`src/rtl/mbox_pkg.sv`:
```
package mbox_pkg;

  localparam int DATA_W    = 32;
  localparam int ADDR_W    = 12;
  localparam int MSG_CNT   = 2;   // message bits occupy status bits 0..MSG_CNT-1
  localparam int MSG_IDX_W = (MSG_CNT > 1) ? $clog2(MSG_CNT) : 1;
  localparam int MSG_STEP  = DATA_W / 8;

  // register offsets (byte addresses, word aligned)
  localparam logic [ADDR_W-1:0] OFS_OUT_STAT = ADDR_W'('h030);
  localparam logic [ADDR_W-1:0] OFS_OUT_MASK = ADDR_W'('h034);
  localparam logic [ADDR_W-1:0] OFS_IN_MSG   = ADDR_W'('h050);
  localparam logic [ADDR_W-1:0] OFS_OUT_MSG  = ADDR_W'('h058);
  localparam logic [ADDR_W-1:0] OFS_OUT_DB   = ADDR_W'('h060);
  localparam logic [ADDR_W-1:0] OFS_IN_DB    = ADDR_W'('h068);
  localparam logic [ADDR_W-1:0] OFS_IN_STAT  = ADDR_W'('h100);
  localparam logic [ADDR_W-1:0] OFS_IN_MASK  = ADDR_W'('h104);

  // status bit positions
  localparam int BIT_DB   = 3;
  localparam int BIT_MC   = 4;
  localparam int BIT_PNE  = 5;
  localparam int BIT_POVF = 7;
  localparam int BIT_FOVF = 8;

  // machine-check request bit inside the inbound doorbell
  localparam int MC_DB_BIT = DATA_W - 1;

  localparam logic [DATA_W-1:0] MSG_BITS = DATA_W'((1 << MSG_CNT) - 1);
  localparam logic [DATA_W-1:0] OUT_IMPL = MSG_BITS
                                         | DATA_W'(1 << BIT_DB)
                                         | DATA_W'(1 << BIT_PNE);
  localparam logic [DATA_W-1:0] IN_IMPL  = MSG_BITS
                                         | DATA_W'(1 << BIT_DB)
                                         | DATA_W'(1 << BIT_MC)
                                         | DATA_W'(1 << BIT_PNE)
                                         | DATA_W'(1 << BIT_POVF)
                                         | DATA_W'(1 << BIT_FOVF);

  typedef enum logic [3:0] {
    SEL_NONE,
    SEL_IN_MSG,
    SEL_OUT_MSG,
    SEL_OUT_DB,
    SEL_IN_DB,
    SEL_OUT_STAT,
    SEL_OUT_MASK,
    SEL_IN_STAT,
    SEL_IN_MASK
  } rdSel_e;

  typedef struct packed {
    logic [MSG_CNT-1:0]   wrInMsg;
    logic [MSG_CNT-1:0]   wrOutMsg;
    logic                 wrInDb;
    logic                 wrOutDb;
    logic                 wrOutMask;
    logic                 wrInMask;
    logic                 clrOutDb;
    logic                 clrOutStat;
    logic                 clrInDb;
    logic                 clrInStat;
    rdSel_e               hostSel;
    logic [MSG_IDX_W-1:0] hostIdx;
    rdSel_e               locSel;
    logic [MSG_IDX_W-1:0] locIdx;
  } strobe_t;

endpackage

```
`src/rtl/mbox_ctrl.sv`:
```
module mbox_ctrl
  import mbox_pkg::*;
(
  input  logic              hReq,
  input  logic              hWr,
  input  logic [ADDR_W-1:0] hAddr,
  input  logic              lReq,
  input  logic              lWr,
  input  logic [ADDR_W-1:0] lAddr,
  output strobe_t           stb
);

  function automatic logic [ADDR_W-1:0] msgOfs(logic [ADDR_W-1:0] base, int m);
    return base + ADDR_W'(m * MSG_STEP);
  endfunction

  logic hRd, hWt, lRd, lWt;
  assign hRd = hReq && !hWr;
  assign hWt = hReq &&  hWr;
  assign lRd = lReq && !lWr;
  assign lWt = lReq &&  lWr;

  always_comb begin
    stb = '0;
    // message registers: host posts inbound, local posts outbound, both read all
    for (int m = 0; m < MSG_CNT; m++) begin
      stb.wrInMsg[m]  = hWt && (hAddr == msgOfs(OFS_IN_MSG, m));
      stb.wrOutMsg[m] = lWt && (lAddr == msgOfs(OFS_OUT_MSG, m));
      if (hRd && hAddr == msgOfs(OFS_IN_MSG, m)) begin
        stb.hostSel = SEL_IN_MSG;
        stb.hostIdx = MSG_IDX_W'(m);
      end
      if (hRd && hAddr == msgOfs(OFS_OUT_MSG, m)) begin
        stb.hostSel = SEL_OUT_MSG;
        stb.hostIdx = MSG_IDX_W'(m);
      end
      if (lRd && lAddr == msgOfs(OFS_IN_MSG, m)) begin
        stb.locSel = SEL_IN_MSG;
        stb.locIdx = MSG_IDX_W'(m);
      end
      if (lRd && lAddr == msgOfs(OFS_OUT_MSG, m)) begin
        stb.locSel = SEL_OUT_MSG;
        stb.locIdx = MSG_IDX_W'(m);
      end
    end

    stb.wrInDb    = hWt && (hAddr == OFS_IN_DB);
    stb.wrOutMask = hWt && (hAddr == OFS_OUT_MASK);
    stb.wrOutDb   = lWt && (lAddr == OFS_OUT_DB);
    stb.wrInMask  = lWt && (lAddr == OFS_IN_MASK);

    if (hRd) begin
      case (hAddr)
        OFS_OUT_DB: begin
          stb.hostSel  = SEL_OUT_DB;
          stb.clrOutDb = 1'b1;
        end
        OFS_OUT_STAT: begin
          stb.hostSel    = SEL_OUT_STAT;
          stb.clrOutStat = 1'b1;
        end
        OFS_OUT_MASK: stb.hostSel = SEL_OUT_MASK;
        default: ;
      endcase
    end

    if (lRd) begin
      case (lAddr)
        OFS_IN_DB: begin
          stb.locSel  = SEL_IN_DB;
          stb.clrInDb = 1'b1;
        end
        OFS_IN_STAT: begin
          stb.locSel    = SEL_IN_STAT;
          stb.clrInStat = 1'b1;
        end
        OFS_IN_MASK: stb.locSel = SEL_IN_MASK;
        default: ;
      endcase
    end
  end

endmodule

```
`src/rtl/mbox_dp.sv`:
```
module mbox_dp
  import mbox_pkg::*;
(
  input  logic              clk,
  input  logic              rstN,
  input  strobe_t           stb,
  input  logic [DATA_W-1:0] hWdata,
  input  logic [DATA_W-1:0] lWdata,
  input  logic              outPostNe,
  input  logic              inPostNe,
  input  logic              inPostOvf,
  input  logic              inFreeOvf,
  output logic [DATA_W-1:0] hRdata,
  output logic [DATA_W-1:0] lRdata,
  output logic              hostIrq,
  output logic              localIrq,
  output logic [DATA_W-1:0] outStat,
  output logic [DATA_W-1:0] inStat,
  output logic [DATA_W-1:0] outMask,
  output logic [DATA_W-1:0] inMask,
  output logic [DATA_W-1:0] outDb,
  output logic [DATA_W-1:0] inDb,
  output logic [DATA_W-1:0] inMsgLow
);

  logic [MSG_CNT-1:0][DATA_W-1:0] inMsg;
  logic [MSG_CNT-1:0][DATA_W-1:0] outMsg;

  logic [DATA_W-1:0] outSet, inSet;
  logic [DATA_W-1:0] outStatNext, inStatNext;
  logic [DATA_W-1:0] outDbNext, inDbNext;

  assign inMsgLow = inMsg[0];

  // sticky set sources, one per status bit
  always_comb begin
    outSet = '0;
    inSet  = '0;
    for (int m = 0; m < MSG_CNT; m++) begin
      outSet[m] = stb.wrOutMsg[m];
      inSet[m]  = stb.wrInMsg[m];
    end
    outSet[BIT_DB]  = |outDb;
    outSet[BIT_PNE] = outPostNe;
    inSet[BIT_DB]   = |inDb[MC_DB_BIT-1:0];
    inSet[BIT_MC]   = inDb[MC_DB_BIT];
    inSet[BIT_PNE]  = inPostNe;
    inSet[BIT_POVF] = inPostOvf;
    inSet[BIT_FOVF] = inFreeOvf;
  end

  // clearing read first, new events on top so none is lost
  assign outStatNext = ((stb.clrOutStat ? '0 : outStat) | outSet) & OUT_IMPL;
  assign inStatNext  = ((stb.clrInStat  ? '0 : inStat)  | inSet)  & IN_IMPL;
  assign outDbNext   = (stb.clrOutDb ? '0 : outDb) | (stb.wrOutDb ? lWdata : '0);
  assign inDbNext    = (stb.clrInDb  ? '0 : inDb)  | (stb.wrInDb  ? hWdata : '0);

  function automatic logic [DATA_W-1:0] pick(rdSel_e sel, logic [MSG_IDX_W-1:0] idx);
    case (sel)
      SEL_IN_MSG:   return inMsg[idx];
      SEL_OUT_MSG:  return outMsg[idx];
      SEL_OUT_DB:   return outDb;
      SEL_IN_DB:    return inDb;
      SEL_OUT_STAT: return outStat & outMask;
      SEL_OUT_MASK: return outMask;
      SEL_IN_STAT:  return inStat & inMask;
      SEL_IN_MASK:  return inMask;
      default:      return '0;
    endcase
  endfunction

  always_ff @(posedge clk) begin
    if (!rstN) begin
      inMsg    <= '0;
      outMsg   <= '0;
      outStat  <= '0;
      inStat   <= '0;
      outMask  <= '0;
      inMask   <= '0;
      outDb    <= '0;
      inDb     <= '0;
      hRdata   <= '0;
      lRdata   <= '0;
      hostIrq  <= 1'b0;
      localIrq <= 1'b0;
    end else begin
      for (int m = 0; m < MSG_CNT; m++) begin
        if (stb.wrInMsg[m])  inMsg[m]  <= hWdata;
        if (stb.wrOutMsg[m]) outMsg[m] <= lWdata;
      end
      if (stb.wrOutMask) outMask <= hWdata & OUT_IMPL;
      if (stb.wrInMask)  inMask  <= lWdata & IN_IMPL;
      outStat  <= outStatNext;
      inStat   <= inStatNext;
      outDb    <= outDbNext;
      inDb     <= inDbNext;
      hRdata   <= pick(stb.hostSel, stb.hostIdx);
      lRdata   <= pick(stb.locSel, stb.locIdx);
      hostIrq  <= |(outStat & outMask);
      localIrq <= |(inStat & inMask);
    end
  end

endmodule

```
`src/rtl/mbox_unit.sv`:
```
module mbox_unit
  import mbox_pkg::*;
(
  input  logic              clk,
  input  logic              rstN,
  input  logic              hReq,
  input  logic              hWr,
  input  logic [ADDR_W-1:0] hAddr,
  input  logic [DATA_W-1:0] hWdata,
  output logic [DATA_W-1:0] hRdata,
  input  logic              lReq,
  input  logic              lWr,
  input  logic [ADDR_W-1:0] lAddr,
  input  logic [DATA_W-1:0] lWdata,
  output logic [DATA_W-1:0] lRdata,
  input  logic              outPostNe,
  input  logic              inPostNe,
  input  logic              inPostOvf,
  input  logic              inFreeOvf,
  output logic              hostIrq,
  output logic              localIrq
);

  strobe_t           stb;
  logic [DATA_W-1:0] outStat, inStat, outMask, inMask, outDb, inDb, inMsgLow;

  mbox_ctrl u_ctrl (
    .hReq  (hReq),
    .hWr   (hWr),
    .hAddr (hAddr),
    .lReq  (lReq),
    .lWr   (lWr),
    .lAddr (lAddr),
    .stb   (stb)
  );

  mbox_dp u_dp (
    .clk       (clk),
    .rstN      (rstN),
    .stb       (stb),
    .hWdata    (hWdata),
    .lWdata    (lWdata),
    .outPostNe (outPostNe),
    .inPostNe  (inPostNe),
    .inPostOvf (inPostOvf),
    .inFreeOvf (inFreeOvf),
    .hRdata    (hRdata),
    .lRdata    (lRdata),
    .hostIrq   (hostIrq),
    .localIrq  (localIrq),
    .outStat   (outStat),
    .inStat    (inStat),
    .outMask   (outMask),
    .inMask    (inMask),
    .outDb     (outDb),
    .inDb      (inDb),
    .inMsgLow  (inMsgLow)
  );

endmodule

```
`config.mk`:
```
export PLATFORM = sky130hd
export DESIGN_NAME = mbox_unit
export DESIGN_NICKNAME = d
export VERILOG_FILES = /design/src/rtl/mbox_pkg.sv /design/src/rtl/mbox_ctrl.sv /design/src/rtl/mbox_dp.sv /design/src/rtl/mbox_unit.sv
export SDC_FILE = /design/constraint.sdc
export NUM_CORES = 1
export LEC_CHECK = 0
export BUFFER_PORTS_ARGS = -buffer_cell sky130_fd_sc_hd__buf_2
export CAP_MARGIN = 10
export CORE_MARGIN = 4
export CORE_UTILIZATION = 34
export DETAILED_ROUTE_END_ITERATION = 8
export PLACE_DENSITY_LB_ADDON = 0.12
export SETUP_SLACK_MARGIN = 0.2
export SYNTH_ARGS = -nofsm -noshare
export SYNTH_HDL_FRONTEND = slang
export SYNTH_SLANG_ARGS = --single-unit
```
`constraint.sdc`:
```
create_clock -name clk -period 3.1 [get_ports clk]
set_input_delay 0.62 -clock clk [delete_from_list [all_inputs] [get_ports clk]]
set_output_delay 0.62 -clock clk [all_outputs]
set_load 0.03 [all_outputs]
```
* Yosys cells after proc, flatten, opt, wreduce, memory -nomap -nowiden *
Index checks and enable logic that the tools add are counted.

storage, ports and cells
  logic and storage cells = 114
  bits in registers = 280
  bits of input ports = 98

cells by class
  $lt $le $gt $ge = 2
  bitwise operators = 6
  equality and inequality tests = 32
  reduce and logical (&&, ||, !) cells = 26
  multiplexer cells = 34

operator list
  operator               count
  $pmux W32 S8           2
  $mux W32               12
  $eq A12 B7 Y1 const B  12
  $reduce_or A32 Y1      3
  $or A32 B32 Y32        2
  $eq A4 B3 Y1 const B   8
  $reduce_or A31 Y1      1
  $eq A12 B6 Y1 const B  2
  $eq A12 B9 Y1 const B  2
  $logic_and A1 B1 Y1    20
  $mux W3                6
  $eq A4 B2 Y1 const B   4
  $pmux W4 S3            1
  $and A9 B9 Y9          1
  $mux W9                1
  $or A9 B9 Y9           1
  $pmux W3 S3            1
  $eq A4 B1 Y1 const B   2
  $eq A4 B4 Y1 const B   2
  $mux W2                4
  $mux W4                2
  $and A6 B6 Y6          1
  $mux W6                1
  $or A6 B6 Y6           1
  3 further kinds        8

* Depth between registers and ports, before layout *
Gate-level depths: netlist of run 1.

  depth after elaboration = 11
  depth in mapped cells = 6
  depth with buffers taken out = 4

* Modules after synthesis *
Synthesis of run 1 repeated with hierarchy kept, for this count alone.

second synthesis, totals
  cells, all modules = 1480
  area, all modules = 13635.6 sq um

by module, submodules not included
  module     instances  cells an instance  area an instance (sq um)
  mbox_dp    1          1414               13236.4
  mbox_ctrl  1          66                 399.1

* Worst setup path before layout of run 1 *
OpenSTA, ideal clock, no wires.

  path kind = input to register
  from = in hAddr[11]
  to = reg u_dp.hRdata[1]
  data required time = 3030 ps
  slack = 861 ps
  data arrival time = 2169 ps
  setup time = 70 ps
  buffers on the path = 2
  cell stages on the path = 6
  path through = or4_4 > or2_0 > buf_6 > a2111o_4 > buf_6 > a21oi_1

between the ends
  longest elaborated chain between the ends = 10
  elaborated cells on any way between the ends = 30
  those cells by class = eq/ne (15); mux (11); reduce/logical (4)

RTL lines
  element                               RTL line         text
  start, declared                       mbox_unit.sv:8   input logic [ADDR_W-1:0] hAddr,
  $eq A12 B7 Y1                         mbox_ctrl.sv:29  if (hRd && hAddr == msgOfs(OFS_IN_MSG, m)) begin
  $logic_and A1 B1 Y1                   mbox_ctrl.sv:29
  $mux W2                               mbox_ctrl.sv:29
  $mux W3                               mbox_ctrl.sv:33  if (hRd && hAddr == msgOfs(OFS_OUT_MSG, m)) begin
  $mux W3                               mbox_ctrl.sv:29
  $mux W3                               mbox_ctrl.sv:33
  $pmux W3 S3                           mbox_ctrl.sv:53  case (hAddr)
  $mux W4                               mbox_ctrl.sv:52  if (hRd) begin
  $eq A4 B4 Y1 (tied with other cells)  mbox_dp.sv:59    case (sel)
  $pmux W32 S8 *                        mbox_dp.sv:59
  end signal, assigned                  mbox_dp.sv:97    hRdata <= pick(stb.hostSel, stb.hostIdx);
  end, declared                         mbox_dp.sv:13    output logic [DATA_W-1:0] hRdata,

Mark *: on every way between the ends. The rest lies on a longest branch, timed or not. The select of a mux whose other input is x is not followed.
A chain may end at the register's enable or synchronous reset.

* Worst setup path in the final report of run 1 *
  from = in hReq
  to = reg u_dp.inMsg (netlist bit u_dp.inMsgLow[4])

between the ends
  longest elaborated chain between the ends = 2

RTL lines
  element                        RTL line         text
  start, declared                mbox_unit.sv:6   input logic hReq,
  $logic_and A1 B1 Y1            mbox_ctrl.sv:19  assign hWt = hReq && hWr;
  $logic_and A1 B1 Y1            mbox_ctrl.sv:27  stb.wrInMsg[m] = hWt && (hAddr == msgOfs(OFS_IN_MSG, m));
  end signal, assigned by index  mbox_dp.sv:88    if (stb.wrInMsg[m]) inMsg[m] <= hWdata;
  end, declared                  mbox_dp.sv:26    logic [MSG_CNT-1:0][DATA_W-1:0] inMsg;

Every way passes these cells.

==> results of run 1 <==
## cell type report
type,count,area (um^2)
Clock buffer,45,918.4
Clock inverter,6,105.1
Fill cell,3668,21740
Inverter,8,35.03
Multi-Input combinational cell,970,6352
Sequential cell,280,5605
Tap cell,468,585.6
Timing Repair Buffer,205,1184
## power by group through the flow
stage / registers, W / clock network (W) / logic [W]
floorplan: 0.00368 / 0 / 0.000169
global placement: 0.00368 / 0 / 0.000370
detailed placement: 0.00368 / 0 / 0.000368
CTS: 0.00360 / 0.00383 / 0.000369
global route: 0.00360 / 0.00397 / 0.000396
finish: 0.00360 / 0.00375 / 0.000373
## per-layer routing
metal	track usage, %	vias up	wire length [um]
li1	-	5408	-
met1	38.51	5738	24740
met2	33.01	504	20580
met3	3.529	50	3852
met4	3.836	4	758
met5	0	-	33
## state kept, by name, summed over array words and instances (netlist names)
| name | cells |
|---|---|
| u_dp.outMask | 4 |
| u_dp.lRdata | 32 |
| u_dp.hostIrq | 1 |
| u_dp.outDb | 32 |
| u_dp.localIrq | 1 |
| u_dp.inStat | 7 |
| u_dp.inMask | 7 |
| u_dp.hRdata | 32 |
| u_dp.outStat | 4 |
| u_dp.inMsg | 32 |
| u_dp.outMsg | 64 |
| u_dp.inMsgLow | 32 |
| u_dp.inDb | 32 |
## synth_stat cells, drive strengths merged, types with 9 or more instances
cell	number	share of area (%)
dfxtp	280	45
nor4	22	1.3
a21oi	222	9.7
a22oi	68	4.1
nand4	9	0.45
mux2	60	5.4
nor2	63	1.9
a32oi	32	2.2
clkbuf	102	3.0
nand2	68	2.0
mux4	32	5.7
buf	39	1.8
nand3	144	5.7
o21ai	183	7.3
## worst reg2reg max path, delay by kind of cell, from the launching register on
family	cells	cell delay, ns
DFF	1	0.37
and+or+nand+nor	3	1.00
AOI/OAI and AO/OA	1	0.10
## worst max-delay path by stage
stage | from | cells after the start | slack, ns | end
floorplan | hAddr[11] | 6 | 0.86 | u_dp.hRdata[1]
global placement | hReq | 6 | 0.50 | u_dp.inMsgLow[4]
detailed placement | hReq | 6 | 0.51 | u_dp.inMsgLow[4]
CTS | hReq | 6 | 1.08 | u_dp.inMsgLow[4]
global route | hReq | 6 | 0.83 | u_dp.inMsgLow[4]
finish | hReq | 6 | 0.91 | u_dp.inMsgLow[4]
## logic make-up (layout without fill, tap and decap cells)
family	count (synthesis)	after routing
muxes	96	96
AOI/OAI and AO/OA	524	524
buffers and inverters	149	264
and+or+nand+nor	350	350
DFF	280	280
## stage by stage
| step | total power [W] | utilization, % | hold WS [ns] | cells | area, um^2 |
|---|---|---|---|---|---|
| floorplan | 0.003852 | - | 0.4395 | 1399 | 12560 |
| global route | 0.007967 | 40.48 | 0.2914 | 1982 | 14790 |
| CTS | 0.007798 | 40.48 | 0.2715 | 1982 | 14790 |
| detailed placement | 0.004053 | 37.68 | 0.4742 | 1931 | 13760 |
| global placement | 0.004054 | 37.68 | 0.4639 | 1931 | 13760 |
| finish | 0.007732 | 40.48 | 0.2975 | 1982 | 14790 |
==> metrics.txt, run 1 <==
fin crit period about 2.2 ns; type of the worst setup path input pin to register; RR Endpoint u_dp.inStat[3]; Die Wd ~200 um; FF-to-FF path depth 4; Comb power frac under 10%; post-synthesis compound-gate area fraction between 20 and 25%; TritonCTS Buffers 30; antenna viol nets, final 0; syn_area_per_cell ~9 um^2; core box area roughly 37,000 um^2; Post-synth ARST share 0%; endpoints failing hold 0; via count approximately 12,000; first-pass GRT wire length between 70 and 80 mm; Synth Warn # 0; Max VDD drop roughly 0.45 mV; WP data arrival ~2.7 ns; worst path required time 3.58 ns; pin count of the biggest net entering global routing roughly 150; pre-CTS setup slack between 0.5 and 0.6 ns; Area Growth Syn to Fin 17.72%; Hold-fix buffers, CTS 0; I/O pin count 164; Setup crit end kind register; simple-gate share of the synthesized area between 10 and 15%; Reg power frac between 40 and 50%; Setup Viol. Count Final 0; clock sink total 280; worst hold path type input pin to register; Antenna diodes 0; DR WL/cell between 20 and 30 um; slowest CP cell nor4bb_1; worst-path cell chain buf_2, nor4bb_1, and4_1, buf_4, nand3_1, a21oi_1; vias per cell ~5.9; Synth Area in XOR/XNOR 0%; part of the cycle the worst path needs roughly 70%; setup slack after layout 0.9149 ns; Max Slew Vio Count 0; net switching power approximately 0.0018 W; hold path cells 3; CTS Root Cell clkbuf_16; Seq/Total Area, Yosys 44.63%; leading cell types in the layout, fill and taps excluded 280 x dfxtp_1, 195 x a21oi_1, 183 x o21ai_0; Net count, final roughly 1,600; Post-CTS Setup Inserts 0; CP delay by family, top simple AND/OR/NAND/NOR gates; commonest non-fill, non-tap cell in the layout dfxtp_1; TritonCTS clock tree yes; unrepaired setup endpoints after global routing false; Rel. slew slack 28.42%; switching share of power approximately 23%; Placer Congestion 0.8510; share of total power in the clock network between 40 and 50%; die height about 200 um; Clk pin slew, worst setup/hold paths ~0.07 ns; Die Area ~40,000 um^2; Post-Syn Area 12,560 um^2; LEAKAGE between 5 and 6 nW; H-tree levels 1; IO buf count roughly 160; Post-Syn Instances between 1,000 and 1,500; outcome finished clean; initial core utilization between 30 and 40%; gr ovfl total 0; post-synth cell types 51; setup TNS 0 ns; pwr/cell area around 520 nW/um^2; hold_sp inPostNe; syn_nets 1,497; Iter 0 DRT Violations ~1,300; DR DRC count 0; max_cap viols 0; largest family of logic cells by synthesized area compound AO/OA/AOI/OAI gates; vias in the first global route ~11,000; GRT Overall Usage about a quarter; fmax about 460 MHz; Hold EP u_dp.inStat[5]; worst path bufs/invs 2; Final Skew ~0.011 ns; drt pass-1 iters 5; reg2reg setup slack between 1 and 1.5 ns; antenna violations before repair 2; Main synth FF type dfxtp_1; reg2reg start u_dp.inDb[20]; Total Routed Length 49.96 mm; Worst path max stage delay a little over 0.9 ns; measured slew at the worst slew-check pin 1.059 ns; layout cell share with drive strength beyond 1 around a quarter; Post-Synth Adder-Cell Area 0%; num rows 70; Post-synth EDFFs 0; Skew-Pair Late Insertion Delay 0.56 ns; P_int 0.005977 W; mux cell area share after synthesis a little under an eighth; Clock Path Buffers 3; worst-path fanout max 33; Post-CTS Resized 0; Synth Register Bits 280; startpoint type of the worst setup path input pin; hpwl dp ~34 mm
No activity file was read; power rests on OpenSTA's default activity.
==> inputs of run 2 (changes only) <==
Settings changed: ABC_AREA set to 1.
Clock period 3.1 ns to 1.85 ns, I/O delays scaled along.
==> metrics.txt, run 2 <==
GRT Overall Usage 22.58% (-1.0 points); TritonCTS clock tree yes; Multi-input gate area 5946 um^2 (-6.4%); Net count, final 2,165 (+36%); global routing usage on met1 37.71% (-0.80 points); endpoints failing hold 0 (unchanged); initial core utilization 34.48% (+0.089 points); max_cap viols 0 (unchanged); die height 200.7 um (+0.24%); Post-Syn Area 12,620 um^2 (+0.50%); Final Skew 0.02424 ns (+0.01342 ns); worst path required time 2.31 ns (-1.27 ns); placed cell count 2,483 (+29%); Worst path max stage delay 0.20 ns (-0.71 ns); most common cell in the synthesized netlist nand2_1; Max Slew Vio Count 0 (unchanged); Setup Viol. Count Final 0 (unchanged); unrepaired setup endpoints after global routing true; fill cell count 3,839 (+4.7%); worst path bufs/invs 6 (+4); Finished Layout Cells 2,561 (+29%); num rows 70 (unchanged); Rel. slew slack 63.10% (+35 points); commonest non-fill, non-tap cell in the layout nand2_1; DR DRC count 0 (unchanged); DR WL/cell 18.76 um (-26%); fin crit period between 1.5 and 2 ns; setup TNS 0 ns (unchanged); Clock Path Buffers 3 (unchanged); hold slack 0.06186 ns (-0.2357 ns); Synth top area share 44.41% (-0.22 points); Post-synth ARST share 0% (unchanged); syn_nets 1,937 (+29%); via count 12,834 (+9.7%); Post-synth EDFFs 0 (unchanged); Clk pin slew, worst setup/hold paths 0.06 ns (about the same); reg2reg start u_dp.outDb[15]; Die Area 40,270 um^2 (+0.48%); top cell type by total area after synthesis dfxtp_1; Area after DPL 15,010 um^2 (+9.1%); TritonCTS Buffers 35 (+17%); outcome finished clean; IO buf count 163 (unchanged); part of the cycle the worst path needs roughly 87%; Die Wd 200.7 um (+0.24%); drt pass-1 iters 5 (unchanged); post-layout power 0.01343 W (+74%); vias in the first global route 11,841 (+6.6%); antenna violations before repair 0 (-2); H-tree levels 2 (+1); CP dominant cell by count nand2_1; I/O pin count 164 (unchanged); Iter 0 DRT Violations 1,213 (-3.6%); met2 Resource Use GR 29.40% (-3.6 points); Antenna diodes 0 (unchanged); worst hold path type input pin to register; WP data arrival 2.07 ns (-0.60 ns); hpwl dp 35.17 mm (+2.0%); CTS Root Cell clkbuf_16; worst-path cell chain buf_6, nor2_2, nand3_2, nor2_4, nand2_2, o21ai_4, buf_6, buf_12, buf_4, buf_4, nand2_1, o21ai_0, nand2_1, nand3_2, nand2_1, inv_1; post-synth cell types 28 (-45%); Placer Congestion 0.8805 (+3.5%); Post-Syn Instances 1,839 (+31%); post-route cell area 16,510 um^2 (+12%); clock sink total 280 (unchanged); pwr/cell area 813.2 nW/um^2 (+56%); hold_sp inPostOvf; LEAKAGE 7.049 nW (+39%); Reg with most FFs u_dp.outMsg; type of the worst setup path input pin to register; leading cell types in the layout, fill and taps excluded 480 x nand2_1, 280 x dfxtp_1, 230 x inv_1; commonest cells in the netlist 491 x nand2_1, 280 x dfxtp_1, 234 x inv_1; FF+latch area 5605 um^2 (unchanged); layout cell share with drive strength beyond 1 20.93% (-4.5 points); Seq/Total Area, Yosys 44.41% (-0.22 points); gr ovfl total 0 (unchanged); Setup crit end kind register; antenna viol nets, final 0 (unchanged); core box area 36,610 um^2 (+0.24%); measured slew at the worst slew-check pin 0.5484 ns (-0.5109 ns); slowest CP cell nor2_4; Area Growth Syn to Fin 30.81%; Synth Register Bits 280 (unchanged); startpoint type of the worst setup path input pin; CP startpoint lAddr[8]; Total Routed Length 48.05 mm (-3.8%); CP delay by family, top simple AND/OR/NAND/NOR gates; syn_area_per_cell 6.864 um^2 (-24%); first-pass GRT wire length 72.50 mm (-3.0%); met3 global-route usage 3.845% (+0.32 points); Synth area leaders dfxtp_1 44%, nand2_1 15%, o21ai_0 7.3%, a21oi_1 7.1%, inv_1 7.0%; fmax 621.1 MHz; worst-path fanout max 6 (-82%); grt peak-use layer met1; pin count of the biggest net entering global routing 76 (-48%); Max VDD drop 0.5894 mV (+30%); Skew-Pair Late Insertion Delay 0.53 ns (-0.03 ns); Synth Warn # 0 (unchanged); Main synth FF type dfxtp_1; max FFs per register 64 (unchanged); vias per cell 5.011 (-15%)
run 2: worst reg2reg max path, stage by stage, from the launching register on:
cell and delay (ns):
dfxtp_1 0.33, nor4_1 0.47, buf_4 0.20, nand4_1 0.07, nor2_1 0.15, a21oi_1 0.08
run 2: final timing paths:
kind	end	slack (ns)	depth (start not counted)
setup / recovery	u_dp.lRdata[26]	0.24	16
setup reg to reg	u_dp.outStat[3]	0.39	5
hold / removal	u_dp.inStat[7]	0.06	3
hold reg to reg	u_dp.inMsgLow[23]	0.46	2
run 2: metrics by stage:
| stage | setup slack [ns] | utilization [%] |
|---|---|---|
| after floorplan | 0.1357 | - |
| after global placement | -0.3487 | 40.99 |
| after detailed placement | -0.3438 | 40.99 |
| after CTS | 0.1861 | 44.20 |
| after global routing | 0.1777 | 45.10 |
| final | 0.2399 | 45.10 |
run 2: repair_timing:
item                                   4_1_cts  5_1_grt
endpoints found under the hold margin        0        0
resized for setup                            1       59
setup endpoints to repair                    3       46
gates cloned                                 0        4
hold buffers                                 0        0
pin swaps                                    1       17
setup buffers                                1       10
run 2: cells by family (layout without fill, tap and decap cells):
| group | Yosys count | after routing | share of synthesized area [%] |
|---|---|---|---|
| simple gates | 753 | 753 | 24.89 |
| compound gates | 453 | 453 | 19.76 |
| buf+inv | 353 | 607 | 10.94 |
| flops | 280 | 280 | 44.41 |
run 2: metal layers:
metal	vias up	share of wire, %
li1	6436	-
met1	5878	52
met2	455	38
met3	65	7.3
met4	0	2.2
met5	-	0
run 2: cell type report:
| cell class | count | share of cell area (%) |
|---|---|---|
| clock inverter | 9 | 0.6820 |
| tap | 468 | 3.547 |
| clock buffer | 54 | 6.350 |
| multi-input combinational | 1206 | 36.01 |
| timing repair buffer | 303 | 13.84 |
| inverter | 241 | 5.623 |
| sequential | 280 | 33.95 |
run 2: power by group:
group | leakage (nW) | switching, W | total, W | internal (W)
logic | 4.22 | 0.000320 | 0.000485 | 0.000164
clock network | 0.568 | 0.00271 | 0.00690 | 0.00419
registers | 2.26 | 0.00000491 | 0.00604 | 0.00604
total | 7.05 | 0.00303 | 0.0134 | 0.0104
==> inputs of run 3 (changes only) <==
Settings changed: CORE_MARGIN 4 to 3.
==> metrics.txt, run 3 (synthesized netlist as in run 2, its figures left out) <==
LEAKAGE 7.008 nW (-0.57%); vias in the first global route 11,605 (-2.0%); worst hold path type input pin to register; reg2reg start u_dp.outDb[14]; Placer Congestion 0.8821 (+0.18%); startpoint type of the worst setup path input pin; hpwl dp 34.42 mm (-2.1%); net switching power 0.002885 W (-4.9%); pwr/cell area 790.7 nW/um^2 (-2.8%); leading cell types in the layout, fill and taps excluded 480 x nand2_1, 280 x dfxtp_1, 229 x inv_1; pin count of the biggest net entering global routing 78 (+2.6%); Clk pin slew, worst setup/hold paths 0.05 ns (about the same); worst-path fanout max 12 (+6); reg2reg setup slack 0.43 ns (+0.04 ns); TritonCTS Buffers 34 (-2.9%); switching share of power 22.26% (-0.32 points); Die Wd 198.7 um (-1.0%); core box area 36,090 um^2 (-1.4%); hold_sp inPostNe; Rel. slew slack 62.20% (-0.90 points); antenna violations before repair 0 (unchanged); Die Area 39,470 um^2 (-2.0%); commonest non-fill, non-tap cell in the layout nand2_1; Net count, final 2,156 (-0.42%); type of the worst setup path input pin to register; Hold EP u_dp.inStat[5]; drt pass-1 iters 5 (unchanged); share of total power in the clock network 49.6% (-1.8 points); Setup Viol. Count Final 0 (unchanged); Setup crit end kind register; vias per cell 4.981 (-0.61%); Max Slew Vio Count 0 (unchanged); I/O pin count 164 (unchanged); H-tree levels 2 (unchanged); fin crit period 1.644 ns (+0.03356 ns); measured slew at the worst slew-check pin 0.5610 ns (+0.01261 ns); Total Routed Length 47.16 mm (-1.9%); num rows 69 (-1.4%); Reg with most FFs u_dp.outMsg; WP data arrival 2.09 ns (+0.02 ns); max FFs per register 64 (unchanged); setup slack after layout 0.2064 ns (-0.03356 ns); Final Skew 0.01326 ns (-0.01098 ns); Hold-fix buffers, CTS 0 (unchanged); GRT Overall Usage 23.13% (+0.55 points); first-pass GRT wire length 71.10 mm (-1.9%); fill cell count 3,714 (-3.3%); FF-to-FF path depth 5 (unchanged); initial core utilization 34.98% (+0.50 points); unrepaired setup endpoints after global routing true; Antenna diodes 0 (unchanged); DR WL/cell 18.56 um (-1.1%); outcome finished clean; Skew-Pair Late Insertion Delay 0.51 ns (-0.02 ns); worst path required time 2.29 ns (-0.02 ns); max_cap viols 0 (unchanged); pre-CTS setup slack -0.3646 ns (-0.02083 ns); endpoints failing hold 0 (unchanged); RR Endpoint u_dp.outStat[3]; DR DRC count 0 (unchanged); part of the cycle the worst path needs 88.85% (+1.8 points); Area Growth Syn to Fin 29.85%; P_int 0.01007 W (-3.1%); TritonCTS clock tree yes; Iter 0 DRT Violations 1,188 (-2.1%); hold slack 0.07557 ns (+0.01371 ns); fmax 608.4 MHz (-2.0%); Clock Path Buffers 3 (unchanged); Comb power frac 3.8% (+0.2 points); clock sink total 280 (unchanged); layout cell share with drive strength beyond 1 20.24% (-0.69 points); IO buf count 163 (unchanged); Reg power frac 46.6% (+1.6 points); Max VDD drop 0.6258 mV (+6.2%); via count 12,656 (-1.4%); hold path cells 3 (unchanged); die height 198.7 um (-1.0%); antenna viol nets, final 0 (unchanged); gr ovfl total 0 (unchanged); CTS Root Cell clkbuf_16
## run 3: cell types whose count changed in the layout (fill, tap and decap cells not counted), sizes merged
cell / change
buf: -8
bufinv: -1
clkinv: -1
clkinvlp: -1
inv: -2
## run 3: repair_timing
action                     4_1_cts  5_1_grt
setup endpoints to repair        7       50
resized for setup                2       68
pin swaps                        0       29
cloned                           0        3
setup buffers                    0        8
## run 3: critical path, stage by stage
cell and delay, ns:
buf_2 0.11, inv_1 0.06, nand4_1 0.12, nor2_4 0.22, nand2_2 0.11, o21ai_4 0.27, buf_6 0.17, clkbuf_16 0.17
nand2_1 0.05, o21ai_0 0.10, nand2_1 0.10, nand3_1 0.11, nand2_1 0.07, inv_1 0.05
## run 3: worst max path at each step
stage,start,endpoint,depth (start not counted)
global placement,hAddr[6],u_dp.hRdata[14],14
global route,lAddr[9],u_dp.lRdata[23],14
finish,lAddr[7],u_dp.lRdata[23],14
detailed placement,hAddr[6],u_dp.hRdata[14],14
CTS,lAddr[9],u_dp.lRdata[20],14
floorplan,hAddr[11],u_dp.hRdata[18],13
## run 3: power by group through the flow
stage | combinational (W) | sequential, W | clock, W
3_3_place_gp | 0.000473 | 0.00617 | 0
3_5_place_dp | 0.000473 | 0.00617 | 0
2_1_floorplan | 0.000167 | 0.00617 | 0
4_1_cts | 0.000475 | 0.00604 | 0.00656
5_1_grt | 0.000532 | 0.00604 | 0.00680
6_report | 0.000488 | 0.00604 | 0.00643
## run 3: routing by layer
| layer | share of wire [%] | vias up | GRT usage (%) |
|---|---|---|---|
| met5 | 0 | - | 0 |
| met4 | 1.7 | 0 | 4.425 |
| met3 | 7.9 | 43 | 3.896 |
| met2 | 37 | 446 | 29.60 |
| met1 | 53 | 5754 | 39.27 |
| li1 | - | 6413 | - |
## run 3: through the flow
step	instances	TNS, ns	area [um^2]	total power [W]	util, %
finish	2541	0	16390	0.01296	45.42
global route	2541	0	16390	0.01337	45.42
CTS	2530	0	16060	0.01308	44.49
detailed placement	2472	-16.85	14990	0.006647	41.55
global placement	2472	-14.58	14990	0.006646	41.55
floorplan	1839	0	12830	0.006340	-
## run 3: layout make-up
| type | instances | area (um^2) | area share [%] |
|---|---|---|---|
| clock inverters | 4 | 45.04 | 0.2748 |
| multi-input cells | 1206 | 5968 | 36.41 |
| clock buffers | 54 | 1010 | 6.161 |
| repair buffers | 295 | 2251 | 13.73 |
| well taps | 461 | 576.8 | 3.519 |
| flip-flops and latches | 280 | 5605 | 34.20 |
| inverters | 241 | 933.4 | 5.695 |
